--- src/rtl/epoch_token_pkg.sv ---
package epoch_token_pkg;
  typedef enum logic {
    EPOCH_OLD = 1'b0,
    EPOCH_NEW = 1'b1
  } epoch_e;
endpackage

--- src/rtl/epoch_in_port.sv ---
module epoch_in_port
  import epoch_token_pkg::*;
(
  input  logic clk,
  input  logic rst_n,
  input  logic start_i,
  input  logic armed_i,
  input  logic tok_i,
  input  logic vld_i,
  input  logic tag_i,
  output logic epoch_o,
  output logic accept_o
);

  epoch_e epoch_q, epoch_d;
  logic   epoch_en;

  always_comb begin
    epoch_en = 1'b0;
    epoch_d  = epoch_q;
    if (start_i) begin
      epoch_en = 1'b1;
      epoch_d  = EPOCH_OLD;
    end else if (armed_i && tok_i && (epoch_q == EPOCH_OLD)) begin
      epoch_en = 1'b1;
      epoch_d  = EPOCH_NEW;
    end
  end

  always_ff @(posedge clk or negedge rst_n) begin
    if (!rst_n)        epoch_q <= EPOCH_OLD;
    else if (epoch_en) epoch_q <= epoch_d;
  end

  assign epoch_o  = (epoch_q == EPOCH_NEW);
  assign accept_o = vld_i && (tag_i == epoch_o);

  p_flip_on_token_r2: assert property (@(posedge clk) disable iff (!rst_n)
    (armed_i && tok_i && !start_i) |=> epoch_o);
  p_start_clears_r9: assert property (@(posedge clk) disable iff (!rst_n)
    start_i |=> !epoch_o);
  p_new_held_before_flip_r3: assert property (@(posedge clk) disable iff (!rst_n)
    (accept_o && !epoch_o) |-> !tag_i);
  p_old_held_after_flip_r4: assert property (@(posedge clk) disable iff (!rst_n)
    (accept_o && epoch_o) |-> tag_i);

endmodule

--- src/rtl/token_emitter.sv ---
module token_emitter #(
  parameter int N_IN = 5
) (
  input  logic            clk,
  input  logic            rst_n,
  input  logic            start_i,
  input  logic            armed_i,
  input  logic [N_IN-1:0] mask_cfg_i,
  input  logic [N_IN-1:0] flipped_i,
  input  logic            busy_i,
  output logic            tok_o
);

  logic [N_IN-1:0] mask_q;
  logic            sent_q, sent_d;
  logic            tok_q, tok_d;
  logic            deps_met;

  assign deps_met = ((mask_q & ~flipped_i) == '0);

  always_comb begin
    tok_d  = 1'b0;
    sent_d = sent_q;
    if (start_i) begin
      sent_d = 1'b0;
    end else if (armed_i && !sent_q && deps_met && !busy_i) begin
      tok_d  = 1'b1;
      sent_d = 1'b1;
    end
  end

  always_ff @(posedge clk or negedge rst_n) begin
    if (!rst_n)       mask_q <= '0;
    else if (start_i) mask_q <= mask_cfg_i;
  end

  always_ff @(posedge clk or negedge rst_n) begin
    if (!rst_n) begin
      sent_q <= 1'b0;
      tok_q  <= 1'b0;
    end else begin
      sent_q <= sent_d;
      tok_q  <= tok_d;
    end
  end

  assign tok_o = tok_q;

  p_single_pulse_r7: assert property (@(posedge clk) disable iff (!rst_n)
    tok_o |=> !tok_o);
  p_busy_holdoff_r6: assert property (@(posedge clk) disable iff (!rst_n)
    tok_o |-> $past(!busy_i));
  p_mask_met_r5: assert property (@(posedge clk) disable iff (!rst_n)
    tok_o |-> $past((mask_q & ~flipped_i) == '0));

endmodule

--- src/rtl/epoch_token_ctrl.sv ---
module epoch_token_ctrl #(
  parameter int N_IN  = 5,
  parameter int N_OUT = 5
) (
  input  logic                    clk,
  input  logic                    rst_n,
  input  logic                    start_i,
  input  logic [N_OUT*N_IN-1:0]   cfg_mask_i,
  input  logic [N_IN-1:0]         tok_in_i,
  input  logic [N_IN-1:0]         pkt_vld_i,
  input  logic [N_IN-1:0]         pkt_tag_i,
  output logic [N_IN-1:0]         pkt_acc_o,
  input  logic [N_OUT-1:0]        out_busy_i,
  output logic [N_OUT-1:0]        tok_out_o,
  output logic [N_IN-1:0]         rsel_o,
  output logic                    done_o
);

  logic            armed_q;
  logic [N_IN-1:0] flipped;

  always_ff @(posedge clk or negedge rst_n) begin
    if (!rst_n)       armed_q <= 1'b0;
    else if (start_i) armed_q <= 1'b1;
  end

  for (genvar i = 0; i < N_IN; i++) begin : g_in
    epoch_in_port u_port (
      .clk      (clk),
      .rst_n    (rst_n),
      .start_i  (start_i),
      .armed_i  (armed_q),
      .tok_i    (tok_in_i[i]),
      .vld_i    (pkt_vld_i[i]),
      .tag_i    (pkt_tag_i[i]),
      .epoch_o  (flipped[i]),
      .accept_o (pkt_acc_o[i])
    );
  end

  for (genvar o = 0; o < N_OUT; o++) begin : g_out
    token_emitter #(.N_IN(N_IN)) u_emit (
      .clk        (clk),
      .rst_n      (rst_n),
      .start_i    (start_i),
      .armed_i    (armed_q),
      .mask_cfg_i (cfg_mask_i[o*N_IN +: N_IN]),
      .flipped_i  (flipped),
      .busy_i     (out_busy_i[o]),
      .tok_o      (tok_out_o[o])
    );
  end

  assign rsel_o = flipped;
  assign done_o = armed_q && (&flipped);

  p_done_after_token_r8: assert property (@(posedge clk) disable iff (!rst_n)
    $rose(done_o) |-> $past(|tok_in_i));

endmodule

--- config.mk ---
export PLATFORM = sky130hd
export DESIGN_NAME = epoch_token_ctrl
export DESIGN_NICKNAME = d
export VERILOG_FILES = /design/src/rtl/epoch_token_pkg.sv /design/src/rtl/epoch_in_port.sv /design/src/rtl/token_emitter.sv /design/src/rtl/epoch_token_ctrl.sv
export SDC_FILE = /design/constraint.sdc
export NUM_CORES = 1
export LEC_CHECK = 0
export ABC_AREA = 1
export BUFFER_PORTS_ARGS = -buffer_cell sky130_fd_sc_hd__buf_2
export CAP_MARGIN = 30
export CORE_MARGIN = 5
export CORE_UTILIZATION = 35
export CTS_BUF_LIST = sky130_fd_sc_hd__clkbuf_2 sky130_fd_sc_hd__clkbuf_4 sky130_fd_sc_hd__clkbuf_8
export CTS_CLUSTER_SIZE = 25
export DETAILED_ROUTE_END_ITERATION = 6
export GPL_TIMING_DRIVEN = 0
export PLACE_DENSITY_LB_ADDON = 0.1
export SLEW_MARGIN = 0
export SYNTH_ARGS = -nofsm -noshare
export SYNTH_HDL_FRONTEND = slang
export SYNTH_SLANG_ARGS = --single-unit
--- constraint.sdc ---
create_clock -name clk -period 1.65 [get_ports clk]
set_clock_uncertainty 0.15 [all_clocks]
set_input_delay 0.4125 -clock clk [delete_from_list [all_inputs] [get_ports clk]]
set_output_delay 0.4125 -clock clk [all_outputs]
set_load 0.1 [all_outputs]
== Word-level counts from Yosys, hierarchy flattened ==
Index checks and enable logic that the tools add are counted.

* Output and inout bits: 16
* Register bits: 41
* Word-level logic and storage cells: 139
* Bits of input ports: 48

* Equality and inequality tests: 5
* Reductions and logical operators: 62
* Multiplexer cells: 40
* Bitwise gates (word level): 11

{| class="wikitable"
|+ Operators with widths
! operator !! number
|-
| two-way mux 1 bit || 40
|-
| logical AND 1 bit || 31
|-
| bitwise AND 5 bit || 5
|-
| logical NOT 5 bit || 5
|-
| nonzero test 2 bit || 10
|-
| logical NOT 1 bit || 10
|-
| AND reduction 2 bit || 5
|-
| equality test 1 bit || 5
|-
| inverter 1 bit || 5
|-
| inverter 5 bit || 1
|-
| AND reduction 5 bit || 1
|}

== Depth between registers and ports, before layout ==
Gate-level depths: netlist (run 1).

* Depth after elaboration: 7
* Depth in mapped cells: 6
* Depth with buffers taken out: 6

== Hierarchy ==
A second synthesis (run 1) with hierarchy kept.

* Cell total of the unflattened synthesis: 279
* Area, all modules: 2055.7 sq um

{| class="wikitable"
|+ Modules (own cells, without submodules)
! module !! instances !! area an instance (sq um) !! cells an instance !! seq. area each (sq um)
|-
| token_emitter || 5 || 339.1 || 45 || 175.2
|-
| epoch_in_port || 5 || 60.1 || 9 || 25.0
|-
| epoch_token_ctrl || 1 || 60.1 || 9 || 25.0
|}

== Worst setup path before layout (run 1) ==
OpenSTA, ideal clock, no wires.

* Path kind: flip-flop to output port
* Start: reg g_in[3].u_port.epoch_q
* End: out done_o
* Arrival time: 2577 ps
* Required time: 1087 ps
* Setup slack: -1489 ps
* Stages on the path, launching flop included: 3
* Path buffers: 0
* Cells stage by stage: dfrtp_1 nand4_1 nor3_1

* Longest elaborated chain between the ends: 2

{| class="wikitable"
|+ Ends and longest elaborated chain
! item !! RTL line !! source
|-
| start, declared || epoch_in_port.sv:15 || <nowiki>epoch_e epoch_q, epoch_d;</nowiki>
|-
| start signal, assigned || epoch_in_port.sv:32 || <nowiki>else if (epoch_en) epoch_q <= epoch_d;</nowiki>
|-
| AND reduction 5 bit || epoch_token_ctrl.sv:55 || <nowiki>assign done_o = armed_q && (&flipped);</nowiki>
|-
| logical AND 1 bit || epoch_token_ctrl.sv:55 ||
|-
| end, declared || epoch_token_ctrl.sv:16 || <nowiki>output logic done_o</nowiki>
|}

Every way passes these cells.

== Worst setup path after layout (run 1) ==
* Start: reg g_in[2].u_port.epoch_q
* End: out done_o

* Longest elaborated chain between the ends: 2

{| class="wikitable"
|+ Ends and longest elaborated chain
! item !! RTL line
|-
| start, declared || epoch_in_port.sv:15
|-
| start signal, assigned || epoch_in_port.sv:32
|-
| AND reduction 5 bit || epoch_token_ctrl.sv:55
|-
| logical AND 1 bit || epoch_token_ctrl.sv:55
|}

Every way passes these cells.

==> results of run 1 <==
synthesized netlist by cell type (all sizes together):
library cell | instances | area (µm²)
a21oi | 10 | 50.1
buf | 21 | 149
dfrtp | 41 | 1030
inv | 22 | 82.6
nand2 | 121 | 454
nand4 | 1 | 6.26
nor2 | 21 | 86.3
nor3 | 1 | 5.00
o21ai | 10 | 50.1
worst reg2reg max path, cell delays in order (launching register included):
cell and delay, ps:
sky130_fd_sc_hd__dfrtp_1 430, sky130_fd_sc_hd__buf_4 150, sky130_fd_sc_hd__inv_2 110, sky130_fd_sc_hd__nand2_1 60, sky130_fd_sc_hd__nand2_1 60, sky130_fd_sc_hd__nor2_1 40, sky130_fd_sc_hd__nand2_1 70, sky130_fd_sc_hd__nand2_1 60
power groups by stage:
stage / clock network, µW / logic [µW] / registers (µW)
floorplan: 0 / 372 / 1140
CTS: 701 / 571 / 1130
global route: 739 / 652 / 1140
global placement: 0 / 502 / 1150
detailed placement: 0 / 508 / 1150
finish: 678 / 593 / 1130
worst paths after layout:
| check | depth (start not counted) | endpoint |
|---|---|---|
| worst min-delay path | 3 | g_out[0].u_emit.mask_q[0] |
| min in group asynchronous | 3 | g_out[1].u_emit.mask_q[0] |
| worst max register to register | 7 | g_out[3].u_emit.sent_q |
| max in group asynchronous | 3 | armed_q |
| worst max-delay path | 3 | done_o |
| worst min register to register | 2 | g_out[1].u_emit.mask_q[2] |
cells by family after synthesis:
family,Yosys count,share of synthesized area
flops,41,0.537
buf+inv,43,0.121
compound gates,20,0.0524
simple gates,144,0.289
layout by cell type (no fill, tap or decap), drive strengths merged:
master and instances:
o21ai 10, dfrtp 41, a21oi 10, nor2 21, buf 86, inv 22
nand4 1, nand2 121, clkbuf 8, dlygate4sd3 1, nor3 1
sequential cells by signal, summed over array words and instances (netlist names):
register	cells
g_in.u_port.epoch_o	5
g_out.u_emit.tok_o	5
g_out.u_emit.mask_q	25
armed_q	1
g_out.u_emit.sent_q	5
metal layers:
metal,GRT usage,wire length (µm),share of wire
met1,0.184,2080,0.45
met2,0.227,2300,0.49
met3,0.0415,247,0.053
met4,0.0395,51,0.011
met5,0,0,0
cell type report:
type / count / area (µm²)
Fill cell: 526 / 2530
Sequential cell: 41 / 1030
Multi-Input combinational cell: 164 / 708
Timing Repair Buffer: 71 / 554
Inverter: 22 / 85.1
Tap cell: 70 / 87.6
Clock buffer: 8 / 91.3
Buffer: 16 / 115
timing repair:
item                                    in CTS  in global routing
hold buffers                                 0                  1
hold endpoints to repair                     0                 41
cloned                                       0                  0
resized for setup                           55                 11
pin swaps                                    5                  0
endpoints found under the setup margin      16                 11
setup buffers                                5                  2
metrics by stage:
| step | std cells | instance area (µm²) | TNS, ps | hold slack, ps | setup WS, ps |
|---|---|---|---|---|---|
| after floorplan | 248 | 1920 | -271 | -33.1 | -271 |
| after global placement | 380 | 2320 | -1110 | 304 | -215 |
| after detailed placement | 380 | 2320 | -1180 | 310 | -209 |
| after CTS | 388 | 2580 | -501 | 136 | -163 |
| after global routing | 392 | 2670 | -958 | 160 | -241 |
| final | 392 | 2670 | -594 | 165 | -161 |
==> metrics.md, run 1 <==
| Metric | Value |
|---|---|
| Vias in the first global route | about 1600 |
| Tmin final | 1810 ps |
| Worst rel slew slack | 0.815 |
| Worst min path class | in2reg |
| Antenna Violating Nets Remaining | 0 |
| DRC | 0 |
| Clock root buffer master | sky130_fd_sc_hd__clkbuf_8 |
| DIE AREA | 7030 µm² |
| Vias post-DR | 1661 |
| Category of cells accounting for the largest share of critical-path delay | flip-flops |
| Post-route worst setup slack | -161 ps |
| Clock Sink Count | 41 |
| Pin slew with the least headroom to its limit | 280 ps |
| First-pass DRT Iterations | 4 |
| Diodes inserted | 0 |
| Ordered list of cells on the worst path | nand4_1 -> nor3_4 -> buf_12 |
| Synth Register Bits | 41 |
| Clock edge transition at the registers on the reported setup and hold paths | 70 ps |
| Sw Ratio | 0.310 |
| Post-synthesis area per instance | 7.70 µm² |
| Static Leakage | between 0.0015 and 0.002 µW |
| Layout cells sized above 1 | 0.357 |
| Post-detail-place hpwl | 3370 µm |
| Seq/Total Area, Yosys | 0.537 |
| Total nets after synthesis | just under 300 |
| Count of buffers from port buffering | a little over 60 |
| Final design utilization | 0.513 |
| Ys Warns | 0 |
| Source of the worst hold timing path | cfg_mask_i[0] |
| Count of cell types in the netlist | 14 |
| Worst path slowest cell | sky130_fd_sc_hd__dfrtp_1 |
| Global-route wire length before repair | 7910 µm |
| Gr usage total | 0.141 |
| Violations in the final reports | setup timing |
| Num CTS Buffers | 5 |
| CP Max Fanout | 5 |
| Critical path launch point type | flop |
| # setup viols final | 7 |
| Gpl congestion | 0.739 |
| Power Density | 898 nW/µm² |
| Cell internal power dissipation | 1650 µW |
| # H-tree levels | 2 |
| Number of standard cells after synthesis | 248 |
| Ratio of routed vias to standard cells | 4.24 |
| Max-cap violations | 0 |
| Starting density of the core | 0.367 |
| Power, Total | 2400 µW |
| Outcome | finished with violations |
| Overall overflow remaining after global route | 0 |
| Part of the power in registers | 0.470 |
| Launch point of the worst reg-to-reg path | g_in[2].u_port.epoch_o |
| Highest cell delay on the worst timing path | 420 ps |
| Final count of pins violating max slew | 0 |
| Peak supply drop | 518 µV |
| Syn Std Cell Area | roughly 1900 µm² |
| Die Wd | 83.9 µm |
| Area of the core | 5200 µm² |
| Gate power share | 0.247 |
| Setup repair after global routing missed its margin | true |
| Growth of design area from synthesis to finish | 40.0% |
| Switching power summed over all nets | 744 µW |
| Final Hold Vio Count | 0 |
| Clock Power Share | 0.283 |
| Count of buffering cells on the critical path with inverters included | 1 |
| Nets@finish | ~370 |
| Largest net degree at the start of global routing | 42 |
| Worst R2R Setup Slack | between 400 and 500 ps |
| Starting DRT DRC Count | 54 |
| # IOs | between 60 and 70 |
| Endpoint arrival time on the critical path | 1250 ps |
| Critical path type | reg2out |
| Number of rows in the core area | 26 |
| Wirelength per Cell | ~12 µm |
| Final critical-path share of the clock period | 1.10 |
| Die height | 83.9 µm |
| Maximum frequency from static timing analysis | 552 MHz |
| CP Data Required Time | 1090 ps |
| CTS tree | done |
| Beginning of the critical path | g_in[2].u_port.epoch_o |
| Initial antenna violation count | 0 |
| Endpoint type of the worst setup path | primary output |
| Longest Clk Path Bufs | 2 |
| Total Wirelength | roughly 4700 µm |
| Latest clock arrival within the worst-skew pair | 290 ps |
Note: power is estimated with default switching activity, not from simulation.
==> inputs of run 2 (changes only) <==
- PLACE_DENSITY: default -> 0.71
- PLACE_DENSITY_LB_ADDON: 0.1 -> default
- SETUP_SLACK_MARGIN: default -> 0.05
- SLEW_MARGIN: 0 -> default
==> run 2 against run 1 <==
Worst setup slack got worse by 32 ps. Sequential share of layout area decreased by 1.2 points. Sequential power about the same. Critical path type unchanged. Design area grew 3.1%. The flow still finishes with violations (setup timing). Hold slack got worse by 86 ps. Clock-buffer cell count is 1 lower. Register-to-register slack about the same. Flip-flop and latch count unchanged. Via count up 0.84%.
==> metrics.md, run 2 (synthesis results as in run 1) <==
| Metric | Value |
|---|---|
| Largest net degree at the start of global routing | 42 (unchanged) |
| Final Hold Vio Count | 0 (unchanged) |
| # H-tree levels | 2 (unchanged) |
| Number of rows in the core area | 26 (unchanged) |
| Final design utilization | 0.530 (was 0.513) |
| Peak supply drop | 422 µV (was 518 µV) |
| CTS tree | done (unchanged) |
| Category of cells accounting for the largest share of critical-path delay | flip-flops (unchanged) |
| # setup viols final | 8 (was 7) |
| Register containing the most flip-flops in the final layout | g_out.u_emit.mask_q (unchanged) |
| Outcome | finished with violations (unchanged) |
| Violations in the final reports | setup timing (unchanged) |
| DRC | 0 (unchanged) |
| Gpl congestion | 0.790 (was 0.739) |
| Latest clock arrival within the worst-skew pair | 300 ps (was 290 ps) |
| Post-detail-place hpwl | 3320 µm (was 3370 µm) |
| Clock root buffer master | sky130_fd_sc_hd__clkbuf_8 (unchanged) |
| Cell total after placement | 380 (unchanged) |
| Nets@finish | 370 (was 369) |
| Highest-count cells in the layout ignoring fill and taps | sky130_fd_sc_hd__nand2_1 (121), sky130_fd_sc_hd__buf_2 (51), sky130_fd_sc_hd__dfrtp_1 (37), sky130_fd_sc_hd__nor2_1 (20), sky130_fd_sc_hd__inv_1 (15) (was sky130_fd_sc_hd__nand2_1 (121), sky130_fd_sc_hd__buf_2 (51), sky130_fd_sc_hd__dfrtp_1 (37), sky130_fd_sc_hd__nor2_1 (20), sky130_fd_sc_hd__buf_4 (19)) |
| Die Wd | 83.9 µm (unchanged) |
| DIE AREA | 7030 µm² (unchanged) |
| Multi-input logic area | 719 µm² (was 708 µm²) |
| Fin cells | 393 (was 392) |
| Number of flip-flops under the largest register name | 25 (unchanged) |
| Clock Sink Count | 41 (unchanged) |
| Wirelength per Cell | 12.2 µm (was 11.9 µm) |
| First-pass DRT Iterations | 4 (unchanged) |
| Gr usage total | 0.147 (was 0.141) |
| Vias post-DR | 1675 (was 1661) |
| Starting density of the core | 0.367 (unchanged) |
| Power Density | 945 nW/µm² (was 898 nW/µm²) |
| Antenna Violating Nets Remaining | 0 (unchanged) |
| Clock edge transition at the registers on the reported setup and hold paths | 80 ps (was 70 ps) |
| Critical path type | reg2out (unchanged) |
| Post-route worst setup slack | -193 ps (was -161 ps) |
| Layout cells sized above 1 | 0.353 (was 0.357) |
| Layout fillers | 500 (was 526) |
| Diodes inserted | 0 (unchanged) |
| Highest cell delay on the worst timing path | 420 ps (about the same) |
| Num CTS Buffers | 5 (unchanged) |
| CP Max Fanout | 7 (was 5) |
| CTS Hold Buffers Added | 0 (unchanged) |
| Worst min path class | in2async (was in2reg) |
| Tmin final | 1840 ps (was 1810 ps) |
| Longest Clk Path Bufs | 2 (unchanged) |
| Setup repair after global routing missed its margin | true (unchanged) |
| CP Data Required Time | 1090 ps (about the same) |
| # IOs | 64 (unchanged) |
| Count of buffers from port buffering | 62 (unchanged) |
| Endpoint type of the worst setup path | primary output (unchanged) |
| Static Leakage | 0.00158 µW (was 0.00154 µW) |
| Area of all sequential standard cells | 1030 µm² (unchanged) |
| Starting DRT DRC Count | 57 (was 54) |
| Growth of design area from synthesis to finish | 44.4% (was 40.0%) |
| Die height | 83.9 µm (unchanged) |
| Ratio of routed vias to standard cells | 4.26 (was 4.24) |
| Critical path launch point type | flop (unchanged) |
| Vias in the first global route | 1763 (was 1631) |
| Count of buffering cells on the critical path with inverters included | 2 (was 1) |
| Pin slew with the least headroom to its limit | 883 ps (was 280 ps) |
| Worst path slowest cell | sky130_fd_sc_hd__dfrtp_1 (unchanged) |
| DP Area | 2320 µm² (unchanged) |
| Global-route wire length before repair | 8200 µm (was 7910 µm) |
| Final TNS setup | -991 ps (was -594 ps) |
| Endpoint arrival time on the critical path | 1280 ps (was 1250 ps) |
| Initial antenna violation count | 0 (unchanged) |
| Final critical-path share of the clock period | 1.12 (was 1.10) |
| Final count of pins violating max slew | 0 (unchanged) |
| Worst rel slew slack | 0.412 (was 0.815) |
| Total Wirelength | 4780 µm (was 4680 µm) |
| Max-cap violations | 0 (unchanged) |
| Most common cell after layout, fill and taps aside | sky130_fd_sc_hd__nand2_1 (unchanged) |
| Area of the core | 5200 µm² (unchanged) |
| Power, Total | 2600 µW (was 2400 µW) |
| Final Cell Area | 2760 µm² (was 2670 µm²) |
| Ordered list of cells on the worst path | inv_2 -> nor3_4 -> buf_12 (was nand4_1 -> nor3_4 -> buf_12) |
| Maximum frequency from static timing analysis | 543 MHz (was 552 MHz) |
| Overall overflow remaining after global route | 0 (unchanged) |
[run 2: cell count changes in the layout (fill, tap and decap cells not counted), sizes merged]
cell         previous run  this run
bufinv                  0         1
buf                    86        88
dlygate4sd3             1         0
clkbuf                  8         7
[run 2: path summary, 6_finish.rpt]
kind	start	endpoint	slack (ps)	cells past startpoint
worst max-delay path	g_in[0].u_port.epoch_o	done_o	-190	3
max in group asynchronous	rst_n	armed_q	650	1
worst min register to register	g_out[2].u_emit.mask_q[2]	g_out[2].u_emit.mask_q[2]	330	2
worst min-delay path	rst_n	g_out[0].u_emit.sent_q	80	1
worst max register to register	g_in[2].u_port.epoch_o	g_out[4].u_emit.sent_q	410	7
min in group clk	cfg_mask_i[5]	g_out[1].u_emit.mask_q[0]	160	3
[run 2: metal layers]
layer	GRT usage	routed length, µm	part of all wire	vias up
met2	0.242	2370	0.50	55
met3	0.0484	318	0.067	5
met5	0	0	0	-
met4	0.0439	47	0.0098	0
li1	-	-	-	877
met1	0.184	2040	0.43	738
[run 2: layout make-up]
class	count	area share
multi-input cells	164	0.261
clock inverters	1	0.0109
well taps	70	0.0318
inverters	22	0.0300
clock buffers	7	0.0327
flip-flops and latches	41	0.374
repair buffers	70	0.208
plain buffers	18	0.0513
[run 2: through the flow]
step,hold WS (ps),setup WS [ps]
after global routing,148,-285
after floorplan,-33.1,-271
after CTS,114,-151
after global placement,305,-183
after detailed placement,309,-223
final,79.4,-193
[run 2: report_power, final]
part           switching [µW]  internal, µW  total [µW]  leakage [µW]
Sequential               42.8          1080        1130      0.000508
Clock                     348           510         857     0.0000619
Combinational             382           239         621       0.00101
[run 2: worst reg2reg max path: stages (launching register included)]
cell and delay, ps:
sky130_fd_sc_hd__dfrtp_2 440, sky130_fd_sc_hd__buf_4 140, sky130_fd_sc_hd__inv_2 110, sky130_fd_sc_hd__nand2_1 60
sky130_fd_sc_hd__nand2_1 60, sky130_fd_sc_hd__nor2_1 40, sky130_fd_sc_hd__nand2_1 60, sky130_fd_sc_hd__nand2_1 60
[run 2: timing repair]
| item | CTS | global route |
|---|---|---|
| resized for setup | 59 | 19 |
| buffers inserted | 7 | 1 |
| gates cloned | 0 | 0 |
| pin swaps | 5 | 2 |
| setup endpoints to repair | 16 | 15 |
==> inputs of run 3 (changes only) <==
- PLACE_DENSITY: 0.71 -> 0.7
- SYNTH_HIERARCHICAL: default -> 1
==> run 3 against run 2 <==
The run still ends with setup timing left. Clock-buffer cell count is 1 higher. Hold slack better by 92 ps. Synthesized cell count rose by 13%. Combinational power is 7.9% higher. Critical path type unchanged.
==> metrics.md, run 3 <==
| Metric | Value |
|---|---|
| Share of synthesized cell area in full adder, half adder and majority cells | 0 (unchanged) |
| # H-tree levels | 2 (unchanged) |
| Maximum frequency from static timing analysis | 552 MHz (was 543 MHz) |
| Leading register cell type out of synthesis | sky130_fd_sc_hd__dfrtp_1 (unchanged) |
| Cell total after placement | 417 (was 380) |
| Max-cap violations | 0 (unchanged) |
| Post-synthesis compound-gate area fraction | 0.0335 (was 0.0524) |
| WHS Path Cells | 3 |
| Synth Register Bits | 41 (unchanged) |
| Critical path type | reg2out (unchanged) |
| Clock edge transition at the registers on the reported setup and hold paths | 70 ps (was 80 ps) |
| Critical path launch point type | flop (unchanged) |
| Worst reg2reg path depth | 8 (was 7) |
| Leading cell types by total area after synthesis | sky130_fd_sc_hd__dfrtp_1 (50%), sky130_fd_sc_hd__nand2_1 (24%), sky130_fd_sc_hd__inv_1 (9.5%) (was sky130_fd_sc_hd__dfrtp_1 (54%), sky130_fd_sc_hd__nand2_1 (24%), sky130_fd_sc_hd__buf_4 (5.9%)) |
| Async SR Flop Fraction | 1.00 (unchanged) |
| Die height | 86.6 µm (was 83.9 µm) |
| Register containing the most flip-flops in the final layout | g_out.u_emit/mask_q (was g_out.u_emit.mask_q) |
| DIE AREA | 7510 µm² (was 7030 µm²) |
| Cell type contributing the most total cell area after synthesis | sky130_fd_sc_hd__dfrtp_1 (unchanged) |
| # setup viols final | 9 (was 8) |
| Layout fillers | 568 (was 500) |
| Area of the core | 5820 µm² (was 5200 µm²) |
| Setup slack at placement | -275 ps (was -223 ps) |
| Violations in the final reports | setup timing (unchanged) |
| Antenna Violating Nets Remaining | 0 (unchanged) |
| Highest-count cells in the layout ignoring fill and taps | sky130_fd_sc_hd__nand2_1 (118), sky130_fd_sc_hd__inv_1 (52), sky130_fd_sc_hd__buf_2 (47), sky130_fd_sc_hd__dfrtp_1 (35), sky130_fd_sc_hd__buf_4 (17) (was sky130_fd_sc_hd__nand2_1 (121), sky130_fd_sc_hd__buf_2 (51), sky130_fd_sc_hd__dfrtp_1 (37), sky130_fd_sc_hd__nor2_1 (20), sky130_fd_sc_hd__inv_1 (15)) |
| Dominant cell by count in the synthesized netlist | sky130_fd_sc_hd__nand2_1 (unchanged) |
| Count of cell types in the netlist | 11 (was 14) |
| Endpoint arrival time on the critical path | 1250 ps (was 1280 ps) |
| Static Leakage | 0.00176 µW (was 0.00158 µW) |
| Syn Std Cell Area | 2060 µm² (was 1910 µm²) |
| Worst min path class | in2reg (was in2async) |
| EDFF count, synth | 0 (unchanged) |
| Total Wirelength | 5070 µm (was 4780 µm) |
| # IOs | 64 (unchanged) |
| Starting DRT DRC Count | 57 (unchanged) |
| Starting density of the core | 0.353 (was 0.367) |
| Number of flip-flops under the largest register name | 25 (unchanged) |
| Number of standard cells after synthesis | 279 (was 248) |
| Worst R2R Setup Slack | 300 ps (was 410 ps) |
| Xor and xnor area share after synthesis | 0 (unchanged) |
| Ratio of routed vias to standard cells | 4.18 (was 4.26) |
| Simple-Gate Fraction of Synth Area | 0.345 (was 0.289) |
| Launch point of the worst reg-to-reg path | g_in[2].u_port/epoch_o (was g_in[2].u_port.epoch_o) |
| Growth of design area from synthesis to finish | 46.1% (was 44.4%) |
| Post-route worst setup slack | -162 ps (was -193 ps) |
| Critical register-to-register path endpoint | g_out[4].u_emit/sent_q (was g_out[4].u_emit.sent_q) |
| Final count of pins violating max slew | 0 (unchanged) |
| Multi-input logic area | 871 µm² (was 719 µm²) |
| Area share of the largest cell type after synthesis | 0.499 (was 0.537) |
| Vias post-DR | 1850 (was 1675) |
| Latest clock arrival within the worst-skew pair | 280 ps (was 300 ps) |
| Longest Clk Path Bufs | 2 (unchanged) |
| CP Max Fanout | 6 (was 7) |
| Initial antenna violation count | 0 (unchanged) |
| Source of the worst hold timing path | cfg_mask_i[2] |
| Wirelength per Cell | 11.4 µm (was 12.2 µm) |
| Layout cells sized above 1 | 0.383 (was 0.353) |
| Clock Sink Count | 41 (unchanged) |
| Final design utilization | 0.517 (was 0.530) |
| DRC | 0 (unchanged) |
| Post-synthesis area per instance | 7.37 µm² (was 7.70 µm²) |
| Global-route wire length before repair | 8290 µm (was 8200 µm) |
| Worst rel slew slack | 0.756 (was 0.412) |
| Total nets after synthesis | 327 (was 296) |
| Gpl congestion | 0.744 (was 0.790) |
| Num CTS Buffers | 5 (unchanged) |
| First-pass DRT Iterations | 4 (unchanged) |
| Endpoint type of the worst setup path | primary output (unchanged) |
| CTS tree | done (unchanged) |
| Largest net degree at the start of global routing | 42 (unchanged) |
| Area of all sequential standard cells | 1050 µm² (was 1030 µm²) |
| Seq/Total Area, Yosys | 0.499 (was 0.537) |
| End point of the worst hold path | g_out[0].u_emit/mask_q[2] |
| Peak supply drop | 325 µV (was 422 µV) |
| Power Density | 836 nW/µm² (was 945 nW/µm²) |
| Post-synth top cells | sky130_fd_sc_hd__nand2_1 (129), sky130_fd_sc_hd__inv_1 (52), sky130_fd_sc_hd__dfrtp_1 (41) (was sky130_fd_sc_hd__nand2_1 (121), sky130_fd_sc_hd__dfrtp_1 (41), sky130_fd_sc_hd__nor2_1 (20)) |
| Mux contribution to synthesized area | 0 (unchanged) |
| Minimum hold slack | 172 ps (was 79.4 ps) |
| Overall overflow remaining after global route | 0 (unchanged) |
| Tmin final | 1810 ps (was 1840 ps) |
| CP Data Required Time | 1090 ps (about the same) |
| Final Hold Vio Count | 0 (unchanged) |
| Gr usage total | 0.144 (was 0.147) |
| Outcome | finished with violations (unchanged) |
| Nets@finish | 415 (was 370) |
| Pin slew with the least headroom to its limit | 366 ps (was 883 ps) |
| Final critical-path share of the clock period | 1.10 (was 1.12) |
| Largest family of logic cells by synthesized area | simple AND/OR/NAND/NOR gates (unchanged) |
| Number of rows in the core area | 28 (was 26) |
| Most common cell after layout, fill and taps aside | sky130_fd_sc_hd__nand2_1 (unchanged) |
| Fin cells | 443 (was 393) |
| Diodes inserted | 0 (unchanged) |
| Count of buffers from port buffering | 63 (was 62) |
| Vias in the first global route | 1754 (was 1763) |
| Clock root buffer master | sky130_fd_sc_hd__clkbuf_8 (unchanged) |
| Die Wd | 86.6 µm (was 83.9 µm) |
| Final TNS setup | -1050 ps (was -991 ps) |
| Post-detail-place hpwl | 3300 µm (was 3320 µm) |
| Setup repair after global routing missed its margin | true (unchanged) |
| Ys Warns | 6 (was 0) |
-- run 3: final cells by class --
class / count / share of cell area
tap: 75 / 0.0312
inverter: 52 / 0.0650
sequential: 41 / 0.348
timing repair buffer: 81 / 0.214
buffer: 5 / 0.0187
multi-input combinational: 181 / 0.290
clock buffer: 8 / 0.0325
-- run 3: where the power goes --
part,leakage [µW],internal (µW),total (µW),switching [µW]
Combinational,0.00121,263,670,407
Clock,0.0000523,374,692,319
Sequential,0.000506,1090,1150,59.4
-- run 3: per-layer routing --
metal,track usage,vias to the layer above,routed length [µm]
met5,0,-,0
met4,0.0425,0,90
met3,0.0371,7,307
met2,0.234,46,2460
met1,0.190,827,2210
li1,-,970,-
-- run 3: what timing repair did --
item                                   in CTS  in global routing
setup endpoints to repair                  15                 12
buffers inserted                           12                  4
hold buffers                                0                  1
gates resized for setup                    49                 15
pin swaps                                   6                  5
endpoints found under the hold margin       0                 14
-- run 3: how the worst max path moves through the flow --
stage / start / to / slack, ps / depth (start not counted)
finish: g_in[0].u_port/epoch_o / rsel_o[0] / -160 / 3
global route: g_in[0].u_port/epoch_o / rsel_o[0] / -220 / 3
detailed placement: armed_q / done_o / -280 / 5
CTS: g_in[2].u_port/epoch_o / pkt_acc_o[2] / -180 / 4
floorplan: g_in[3].u_port/epoch_o / done_o / -250 / 4
global placement: armed_q / done_o / -260 / 5
-- run 3: cell families (layout without fill, tap and decap cells) --
kind of cell,after synthesis,after routing
compound gates,10,10
buf+inv,57,146
flops,41,41
simple gates,171,171
-- run 3: critical path, cell delays in order, from the launching register on --
cell and delay (ps):
sky130_fd_sc_hd__dfrtp_4 530, sky130_fd_sc_hd__buf_4 160, sky130_fd_sc_hd__buf_6 120, sky130_fd_sc_hd__buf_12 150
-- run 3: through the flow --
stage / area [µm²] / power, µW
global route: 3000 / 2660
CTS: 2890 / 2510
global placement: 2540 / 1700
finish: 3000 / 2510
floorplan: 2130 / 1550
detailed placement: 2540 / 1710
